$ cat src/rtl/nat_pkg.sv
package nat_pkg;
  localparam int ID_W = 10;
  localparam logic [ID_W-1:0] NONE_ID = '1;
  typedef enum logic {W_IDLE, W_RUN} walk_st_e;
endpackage

$ cat src/rtl/nat_link_table.sv
module nat_link_table
  import nat_pkg::*;
#(
  parameter int NUM_IRQ = 64,
  parameter int IDX_W   = $clog2(NUM_IRQ)
) (
  input  logic             clk,
  input  logic             rst_n,
  input  logic             we,
  input  logic [IDX_W-1:0] waddr,
  input  logic [ID_W-1:0]  wdata,
  input  logic [IDX_W-1:0] ra_addr,
  output logic [ID_W-1:0]  ra_data,
  input  logic [IDX_W-1:0] rb_addr,
  output logic [ID_W-1:0]  rb_data
);
  logic [ID_W-1:0] link_q [NUM_IRQ];

  // one predecessor entry per interrupt ID
  for (genvar g = 0; g < NUM_IRQ; g++) begin : g_entry
    always_ff @(posedge clk) begin
      if (!rst_n) link_q[g] <= NONE_ID;
      else if (we && waddr == IDX_W'(g)) link_q[g] <= wdata;
    end
  end

  assign ra_data = (int'(ra_addr) < NUM_IRQ) ? link_q[ra_addr] : NONE_ID;
  assign rb_data = (int'(rb_addr) < NUM_IRQ) ? link_q[rb_addr] : NONE_ID;
endmodule

$ cat src/rtl/nat_walker.sv
module nat_walker
  import nat_pkg::*;
#(
  parameter int NUM_IRQ = 64,
  parameter int IDX_W   = $clog2(NUM_IRQ)
) (
  input  logic             clk,
  input  logic             rst_n,
  input  logic             start,
  input  logic [ID_W-1:0]  start_cur,
  input  logic [ID_W-1:0]  start_tgt,
  input  logic [ID_W-1:0]  cur_link,
  input  logic [ID_W-1:0]  tgt_link,
  output logic [IDX_W-1:0] cur_idx,
  output logic [IDX_W-1:0] tgt_idx,
  output logic             busy,
  output logic             wr_en,
  output logic [IDX_W-1:0] wr_addr,
  output logic [ID_W-1:0]  wr_data
);
  localparam int STEP_W = $clog2(NUM_IRQ + 1);

  walk_st_e          st_q;
  logic [ID_W-1:0]   cur_q, tgt_q;
  logic [STEP_W-1:0] steps_q;
  logic              hit, dead_end;

  assign hit      = (st_q == W_RUN) && (cur_link == tgt_q) && (cur_link != NONE_ID);
  assign dead_end = (cur_link == NONE_ID) || (steps_q == STEP_W'(NUM_IRQ));

  always_ff @(posedge clk) begin
    if (!rst_n) begin
      st_q    <= W_IDLE;
      cur_q   <= NONE_ID;
      tgt_q   <= NONE_ID;
      steps_q <= '0;
    end else if (st_q == W_IDLE) begin
      if (start) begin
        st_q    <= W_RUN;
        cur_q   <= start_cur;
        tgt_q   <= start_tgt;
        steps_q <= '0;
      end
    end else if (hit || dead_end) begin
      st_q <= W_IDLE;
    end else begin
      cur_q   <= cur_link;
      steps_q <= steps_q + 1'b1;
    end
  end

  assign busy    = (st_q == W_RUN);
  assign cur_idx = cur_q[IDX_W-1:0];
  assign tgt_idx = tgt_q[IDX_W-1:0];
  assign wr_en   = hit;
  assign wr_addr = cur_q[IDX_W-1:0];
  assign wr_data = tgt_link;
endmodule

$ cat src/rtl/nest_tracker.sv
module nest_tracker
  import nat_pkg::*;
#(
  parameter int NUM_IRQ = 64,
  parameter int PRIO_W  = 8,
  parameter int DATA_W  = 32
) (
  input  logic              clk,
  input  logic              rst_n,
  input  logic              ack_valid,
  output logic              ack_ready,
  input  logic [ID_W-1:0]   pend_id,
  input  logic [PRIO_W-1:0] pend_prio,
  output logic              ack_rsp_valid,
  output logic [ID_W-1:0]   ack_rsp_id,
  output logic              pend_clr_valid,
  output logic [ID_W-1:0]   pend_clr_id,
  input  logic              eoi_valid,
  output logic              eoi_ready,
  input  logic [DATA_W-1:0] eoi_data,
  input  logic              lvl_repend,
  output logic              pend_set_valid,
  output logic [ID_W-1:0]   pend_set_id,
  output logic [ID_W-1:0]   lkp_id,
  input  logic [PRIO_W-1:0] lkp_prio,
  output logic [ID_W-1:0]   run_id,
  output logic [PRIO_W:0]   run_prio,
  output logic              busy
);
  localparam int IDX_W = $clog2(NUM_IRQ);
  localparam logic [ID_W:0] NUM_L = (ID_W+1)'(NUM_IRQ);

  logic [ID_W-1:0]  run_q, eoi_id, ra_data, rb_data, w_wdata;
  logic [IDX_W-1:0] w_cur, w_tgt, w_waddr, ra_addr;
  logic             ack_fire, eoi_fire, pend_ok, eoi_ok, w_we, walk_start;
  logic             unused_hi;

  assign eoi_id    = eoi_data[ID_W-1:0];
  assign unused_hi = &{1'b0, eoi_data[DATA_W-1:ID_W]};

  assign lkp_id   = run_q;
  assign run_id   = run_q;
  assign run_prio = (run_q == NONE_ID) ? {1'b1, {PRIO_W{1'b0}}} : {1'b0, lkp_prio};

  // completion has precedence over acknowledge; walk blocks both
  assign eoi_ready = !busy;
  assign ack_ready = !busy && !eoi_valid;
  assign ack_fire  = ack_valid && ack_ready;
  assign eoi_fire  = eoi_valid && eoi_ready;

  assign pend_ok    = ({1'b0, pend_id} < NUM_L) && ({1'b0, pend_prio} < run_prio);
  assign eoi_ok     = eoi_fire && ({1'b0, eoi_id} < NUM_L) && (run_q != NONE_ID);
  assign walk_start = eoi_ok && (eoi_id != run_q);

  assign ra_addr = busy ? w_cur : run_q[IDX_W-1:0];

  nat_link_table #(.NUM_IRQ(NUM_IRQ), .IDX_W(IDX_W)) links_i (
    .clk     (clk),
    .rst_n   (rst_n),
    .we      (w_we || (ack_fire && pend_ok)),
    .waddr   (w_we ? w_waddr : pend_id[IDX_W-1:0]),
    .wdata   (w_we ? w_wdata : run_q),
    .ra_addr (ra_addr),
    .ra_data (ra_data),
    .rb_addr (w_tgt),
    .rb_data (rb_data)
  );

  nat_walker #(.NUM_IRQ(NUM_IRQ), .IDX_W(IDX_W)) walk_i (
    .clk       (clk),
    .rst_n     (rst_n),
    .start     (walk_start),
    .start_cur (run_q),
    .start_tgt (eoi_id),
    .cur_link  (ra_data),
    .tgt_link  (rb_data),
    .cur_idx   (w_cur),
    .tgt_idx   (w_tgt),
    .busy      (busy),
    .wr_en     (w_we),
    .wr_addr   (w_waddr),
    .wr_data   (w_wdata)
  );

  always_ff @(posedge clk) begin
    if (!rst_n) begin
      run_q          <= NONE_ID;
      ack_rsp_valid  <= 1'b0;
      ack_rsp_id     <= NONE_ID;
      pend_clr_valid <= 1'b0;
      pend_clr_id    <= NONE_ID;
      pend_set_valid <= 1'b0;
      pend_set_id    <= NONE_ID;
    end else begin
      if (ack_fire && pend_ok)                run_q <= pend_id;
      else if (eoi_ok && eoi_id == run_q)     run_q <= ra_data;
      ack_rsp_valid  <= ack_fire;
      ack_rsp_id     <= pend_ok ? pend_id : NONE_ID;
      pend_clr_valid <= ack_fire && pend_ok;
      pend_clr_id    <= pend_id;
      pend_set_valid <= eoi_ok && lvl_repend;
      pend_set_id    <= eoi_id;
    end
  end
endmodule

$ cat config.mk
export PLATFORM = sky130hd
export DESIGN_NAME = nest_tracker
export DESIGN_NICKNAME = d
export VERILOG_FILES = /design/src/rtl/nat_pkg.sv /design/src/rtl/nat_link_table.sv /design/src/rtl/nat_walker.sv /design/src/rtl/nest_tracker.sv
export SDC_FILE = /design/constraint.sdc
export NUM_CORES = 1
export LEC_CHECK = 0
export ABC_CLOCK_PERIOD_IN_PS = 16950
export BUFFER_PORTS_ARGS = -buffer_cell sky130_fd_sc_hd__buf_2
export CAP_MARGIN = 20
export CORE_ASPECT_RATIO = 1.2
export CORE_MARGIN = 10
export CORE_UTILIZATION = 35
export CTS_CLUSTER_DIAMETER = 50
export DETAILED_ROUTE_END_ITERATION = 8
export GPL_TIMING_DRIVEN = 0
export PLACE_DENSITY_LB_ADDON = 0.12
export SYNTH_ARGS = -nofsm -noshare
export SYNTH_HDL_FRONTEND = slang
export SYNTH_HIERARCHICAL = 1
export SYNTH_SLANG_ARGS = --single-unit
$ cat constraint.sdc
create_clock -name clk -period 16.95 [get_ports clk]
set_input_delay 0 -clock clk [delete_from_list [all_inputs] [get_ports clk]]
set_output_delay 0 -clock clk [all_outputs]
set_load 0.005 [all_outputs]
Word-level counts from Yosys, hierarchy flattened
Memory sizes are Yosys's and may differ from the RTL's. A register that Yosys moved wholly into a read port is not among the register bits.
Index checks and enable logic that the tools add are counted.
{"block": "totals", "reg_bits": 67, "rom_bits": 0, "ramBits": 640, "latchBits": 0, "n_memories": 1}
{"block": "classes", "mul": 0, "order_cmp": 3, "n_addsub": 1, "div": 0, "n_eq_ne": 72, "n_reduce_logical": 87, "mux": 274, "bitwise": 65, "shift": 0}
{"memory": "links_i.link_q", "words": 64, "width": 10, "rd": 2, "rd_clocked_by_memory_dff": 1, "write_ports": 64, "line": "nat_link_table.sv:17", "text": "logic [ID_W-1:0] link_q [NUM_IRQ];"}
{"op": "$mux W10", "count": 67}
{"op": "$mux W1", "count": 196}
{"op": "$eq A6 B6 Y1 const B", "count": 32}
{"op": "$eq A6 B5 Y1 const B", "count": 16}
{"op": "$logic_and A1 B1 Y1", "count": 76}
{"op": "$or A1 B1 Y1", "count": 64}
{"op": "$eq A6 B4 Y1 const B", "count": 8}
{"op": "$mux W6", "count": 7}
{"op": "$eq A6 B3 Y1 const B", "count": 4}
{"op": "$mux W7", "count": 3}
{"op": "$eq A10 B10 Y1", "count": 2}
{"op": "$eq A10 B10 Y1 const B", "count": 2}
{"op": "$lt A10 B7 Y1 const B", "count": 2}
{"op": "$ne A10 B10 Y1 const B", "count": 2}
{"op": "$eq A6 B2 Y1 const B", "count": 2}
{"op": "$ne A10 B10 Y1", "count": 1}
{"op": "$lt A8 B9 Y1", "count": 1}
{"op": "$mux W9", "count": 1}
{"op": "$add A7 B1 Y7 const B", "count": 1}
{"op": "$eq A7 B7 Y1 const B", "count": 1}
{"op": "$eq A6 B1 Y1 const B", "count": 1}
{"op": "$logic_not A6 Y1", "count": 1}
{"op": "$reduce_and A2 Y1", "count": 3}
{"op": "$reduce_bool A2 Y1", "count": 2}
{"op": "other kinds (4)", "count": 7}

Longest topological paths before layout
An unclocked memory read counts as a cell.
{"block": "depth", "depth_word": 12, "mapped_depth": 26, "ltp_nobuf": 14}

Hierarchy
Netlist, hierarchy kept.
{"module": "nat_link_table", "cells_each": 2356, "area_per_inst_um2": 34630.7, "n_inst": 1, "seq_area_each_um2": 19218.4}
{"module": "nest_tracker", "cells_each": 201, "area_per_inst_um2": 2087.0, "n_inst": 1, "seq_area_each_um2": 860.8}
{"module": "nat_walker", "cells_each": 184, "area_per_inst_um2": 1488.9, "n_inst": 1, "seq_area_each_um2": 480.5}

Least setup slack after synthesis
Ideal clock, no wire load.
{"block": "synth_timing", "path_type": "flip-flop to flip-flop", "startpoint": "reg walk_i.st_q, in the netlist walk_i/busy", "endpoint": "mem links_i.link_q[1][0], enable pin", "arrival_ps": 5829, "required_time_ps": 16559, "slack_ps": 10731, "stages_incl_launch_ff": 24, "path_buffers": 10, "period_less_slack_ps": 6219, "cell_sequence": "dfxtp_1 > clkbuf_1 > mux2_2 > buf_2 > buf_4 > buf_2 > mux4_2 > mux2_2 > a21oi_1 > o21ai_1 > a32o_1 > xnor2_1 > nand4_1 > or3_1 > buf_6 > buf_8 > nor2_1 > clkbuf_1 > clkbuf_1 > nand2b_1 > or3b_1 > buf_2 > clkbuf_1 > o21ai_0"}
{"item": "start: declaration", "line": "nat_walker.sv:23", "text": "walk_st_e st_q;"}
{"item": "start signal: assignment", "line": "nat_walker.sv:33", "text": "st_q <= W_IDLE;"}
{"item": "start signal: assignment", "line": "nat_walker.sv:39", "text": "st_q <= W_RUN;"}
{"item": "start signal: assignment", "line": "nat_walker.sv:45", "text": "st_q <= W_IDLE;"}
{"item": "end: declaration", "line": "nat_link_table.sv:17"}

==> results.md <==
- The critical path starts at walk_i/busy.
- In this run the count of I/O pins placed on the die edge is 128.
- Ranked by total cell area, the synthesized netlist is headed by edfxtp_1 (50%), mux4_2 (19%), or3_1 (11%), dfxtp_1 (3.5%), clkbuf_1 (2.4%).
- The critical path's most frequent cell is clkbuf_1.
- The H-tree generated during clock tree synthesis spans 3 levels.
- After the first detailed-routing iteration, the DRC count stood at 3393.
- Once the floorplan was initialized, standard cells occupied 35.3% of the core.
- The number of global-route vias before repair came to 29105.
- The finished cells cover 0.0445 sq mm.
- The number of enable-type register cells in the synthesized netlist is 640.
- The layout net count is 3106.
- The remaining antenna violation count after routing is 0.
- The routability-driven placement congestion ratio is 1.01.
- The largest stage delay on the critical path is 0.79 ns.
- Counting flops with an async set or reset pin after synthesis yields a share of 0%.
- The cell taking the most area after synthesis is edfxtp_1.
- The pin count of the biggest net entering global routing is 15.
- The number of buffers inserted by post-CTS setup repair is 0.
- The number of max-slew violations in the final report is 0.
- The startpoint identified for the worst hold timing path is pend_id[5].
- For the worst setup path, the data required time is 17.38 ns.
- In this run the mean area of a mapped cell was 13.9 sq um.
- The worst-path cell with the longest stage delay is clkbuf_1.
- During placement, the flow inserted port buffers numbering 105.
- The primary flip-flop cell chosen by synthesis mapping is edfxtp_1.
- The sequential power share is 47.4%.
- The floorplan step set the die height to 382 um.
- After clock tree synthesis, the clock-pin slew on the worst setup and hold paths is 0.06 ns.
- The remaining routing DRC violations is 0.
- The flow ran to the end, and the final reports show no timing, DRC or antenna violations.
- Measured in cells, the most critical reg-to-reg path has a length of 23.
- After technology mapping, the gate count stands at 2741.
- The total internal power is 3.05 mW.
- The netlist uses 61 different library cells.
- The placed instance area is 0.0412 sq mm.
- Derived from the worst setup path, the maximum achievable clock frequency is 105 MHz.
- The number of endpoints with negative hold slack in the final report is 0.
- The tree built by TritonCTS fans out to 707 sinks.
- The buffer levels on the longest clock path is 3.
- After layout, the minimum clock period comes to 9.53 ns.
- The HPWL reported at the end of detailed placement is 127 mm.
- The hold path depth is 3.
- For this design the total switching power over the nets is 0.952 mW.
- Summed over its instances, the top area cell type makes up 50.3% of the synthesized netlist area.
- The first global-routing pass estimated 234 mm of wire.
- In the final layout, the share of cells above drive strength 1 is 26.8%.
- The count of cells resized by post-cts repair is 0.
- The launching point of the worst reg2reg path is walk_i/busy.
- The post-route worst hold slack is 0.0959 ns.
- When the netlist entered floorplanning its net count stood at 2813.
- In this run, the combinational gates consume 5.1% of the power.
- The Yosys step of the flow raised 6 warnings.
- The power per cell area is 90.0 mW/mm^2.
- The maximum fanout along the worst path is 10.
- The final route contains 28770 vias.
- The critical path is of the flop to flop type.
- Yosys instantiated no cell more often than or3_1.
- The fraction of the cycle the final worst path needs is 56.2%.
- STA classifies the critical path startpoint as a flop.
- IR analysis of the VDD net gives a maximum drop of 0.0000771 V.
- For the worst setup path, the data arrival time is 9.96 ns.
- The commonest cells after synthesis are or3_1 (642), edfxtp_1 (640), mux4_2 (320).
- The min-delay analysis places its worst path in the category primary input to flop.
- The setup slack of the critical path after layout is 7.42 ns.
- The cell area that synthesis handed to floorplanning was 0.0382 sq mm.
- The proportion of synthesized chip area in sequential cells is 53.8%.
- The full die area is 0.123 sq mm.
- The floorplan step defined a core boundary enclosing 0.108 sq mm.
- Measured against its own limit, the worst slew margin works out to 16.4%.
- The total grt overflow is 0.
- The clock network latency to the later pin of the worst-skew pair is 0.72 ns.
- STA classifies the critical path endpoint as a flop.
- In this run switching power makes up 23.8% of total power.
- Using the TritonRoute via totals, the vias-per-cell ratio works out to 6.37.
- The fraction of power consumed by the clock network is 47.5%.
- At the placement stage, the worst setup path has a slack of 7.84 ns.
- The floorplan step set the die width to 322 um.
- The all-layer global routing usage is 27.4%.
- Counting the buffers created by CTS gives 88.
- Across the run, the number of max-cap violations was 0.
- After detailed routing, the average wire length per cell comes to 38.0 um.
- The filler cells instantiated in the layout total 10022.
- The floorplan row count is 132.
- TritonCTS built the clock tree.
- For the pin with the worst max-slew slack, the measured transition is 1.25 ns.
- The area added between synthesis and finish is 16.4%.
- The first detailed-routing pass took 5 iterations.
- The final clock skew is 0.0406 ns.
- After routing, the total negative slack on setup checks comes to 0 ns.
- The total power after layout is 4.00 mW.
- Setup repair after global routing left no endpoint under its margin.
- The root buffer cell chosen for the clock tree is clkbuf_16.
- The leakage component of the power is 11.8 nW.
- Setup violations remaining at the end of the flow were counted as 0.
- Wires add up to 172 mm.
- The number of storage elements in the synthesis netlist is 707.
- The initial antenna violation count was 10.
- The critical path goes through clkbuf_1 -> mux2_2 -> clkbuf_1 -> buf_2 -> buf_2 -> clkbuf_1 -> o211ai_1 -> a41o_1 -> xnor2_1 -> nand4_1 -> or3_1 -> buf_6 -> buf_8 -> nor2_1 -> clkbuf_1 -> clkbuf_1 -> nand2b_1 -> nand3b_1 -> or2_1 -> clkbuf_1 -> clkbuf_1 -> clkbuf_1 -> or3_1.
## timing repair
action | CTS | global route
hold buffers | 31 | 0
endpoints found under the setup margin | 0 | 0
endpoints found under the hold margin | 61 | 0
## worst paths after layout
| kind | slack, ns | to |
|---|---|---|
| worst max-delay path | 7.42 | links_i/link_q[24][4] |
| worst min-delay path | 0.1 | ack_rsp_id[5] |
| worst max register to register | 7.42 | links_i/link_q[24][4] |
| worst min register to register | 0.50 | walk_i/tgt_q[0] |
## power by group through the flow
stage | Clock [mW] | Combinational, mW | Sequential [mW]
5_1_grt | 2.00 | 0.208 | 1.90
4_1_cts | 1.93 | 0.197 | 1.90
6_report | 1.90 | 0.202 | 1.90
2_1_floorplan | 0 | 0.0840 | 1.94
3_5_place_dp | 0 | 0.191 | 1.94
3_3_place_gp | 0 | 0.175 | 1.94
## kinds of logic after synthesis
| logic type | Yosys count | synth area share [%] |
|---|---|---|
| fa+ha+maj | 9 | 0.295 |
| mux | 416 | 21.6 |
| simple gates | 873 | 13.6 |
| buf+inv | 404 | 5.00 |
| compound gates | 312 | 5.26 |
| flops | 707 | 53.8 |
| xor+xnor | 20 | 0.458 |
## per-stage QoR
| step | util [%] | cells |
|---|---|---|
| after floorplan | - | 2741 |
| after detailed placement | 38.0 | 4311 |
| after global routing | 41.1 | 4515 |
| after CTS | 41.0 | 4506 |
| final | 41.1 | 4518 |
| after global placement | 37.4 | 4253 |
## area by class of cell
class / instances / area, sq um / share of cell area [%]
buffer: 383 / 1830 / 4.11
antenna: 3 / 7.51 / 0.0169
timing repair buffer: 203 / 1570 / 3.52
inverter: 21 / 78.8 / 0.177
tap: 1407 / 1760 / 3.96
sequential: 707 / 20600 / 46.2
multi-input combinational: 1630 / 15800 / 35.5
clock inverter: 59 / 606 / 1.36
clock buffer: 105 / 2300 / 5.16
## placed cells by master, fill, tap and decap left out, types with 10 or more instances in the layout
master	Yosys	final
inv_6	0	10
a22o_1	10	10
o21ai_2	0	12
nor3_1	11	11
o22ai_1	57	57
a21oi_1	44	44
inv_1	21	21
xnor2_1	20	20
dlygate4sd3_1	0	31
mux2i_1	43	43
nand2b_1	32	32
edfxtp_1	640	640
buf_2	63	169
o32ai_1	19	19
clkbuf_16	0	89
buf_6	19	42
nand2_1	49	49
o221ai_1	10	10
or3_1	642	642
buf_1	15	15
nand4_1	11	11
o21ai_1	24	75
o21ai_0	91	28
buf_4	42	68
clkbuf_1	241	256
buf_8	1	12
a211oi_1	15	15
nor2_1	51	51
nand3_1	27	27
mux4_2	320	320
dfxtp_1	67	67
nor2b_1	17	17
mux2_2	53	53
clkinv_2	0	16
## critical path: cells and delay by family (launching register included)
| kind | cells | cell delay, ns |
|---|---|---|
| flops | 1 | 0.45 |
| buf+inv | 12 | 4.96 |
| simple gates | 7 | 2.37 |
| compound gates | 2 | 0.97 |
| mux | 1 | 0.26 |
| xor+xnor | 1 | 0.20 |
## routing by layer
layer	vias to the layer above	part of all wire (%)	track usage (%)
li1	11566	-	-
met1	14892	35	31.8
met2	1858	47	43.8
met3	452	9.9	7.14
met4	2	7.8	19.5
met5	-	0.0076	0
## state kept, by name, summed over array words and instances, names as in the netlist
register / count
links_i/link_q: 640
ack_rsp_id: 10
lkp_id: 10
pend_clr_id: 10
pend_set_id: 10
walk_i/tgt_q: 10
walk_i/steps_q: 7
walk_i/cur_q: 6
ack_rsp_valid: 1
pend_clr_valid: 1
pend_set_valid: 1
walk_i/busy: 1
(Power assumes the default switching activity.)
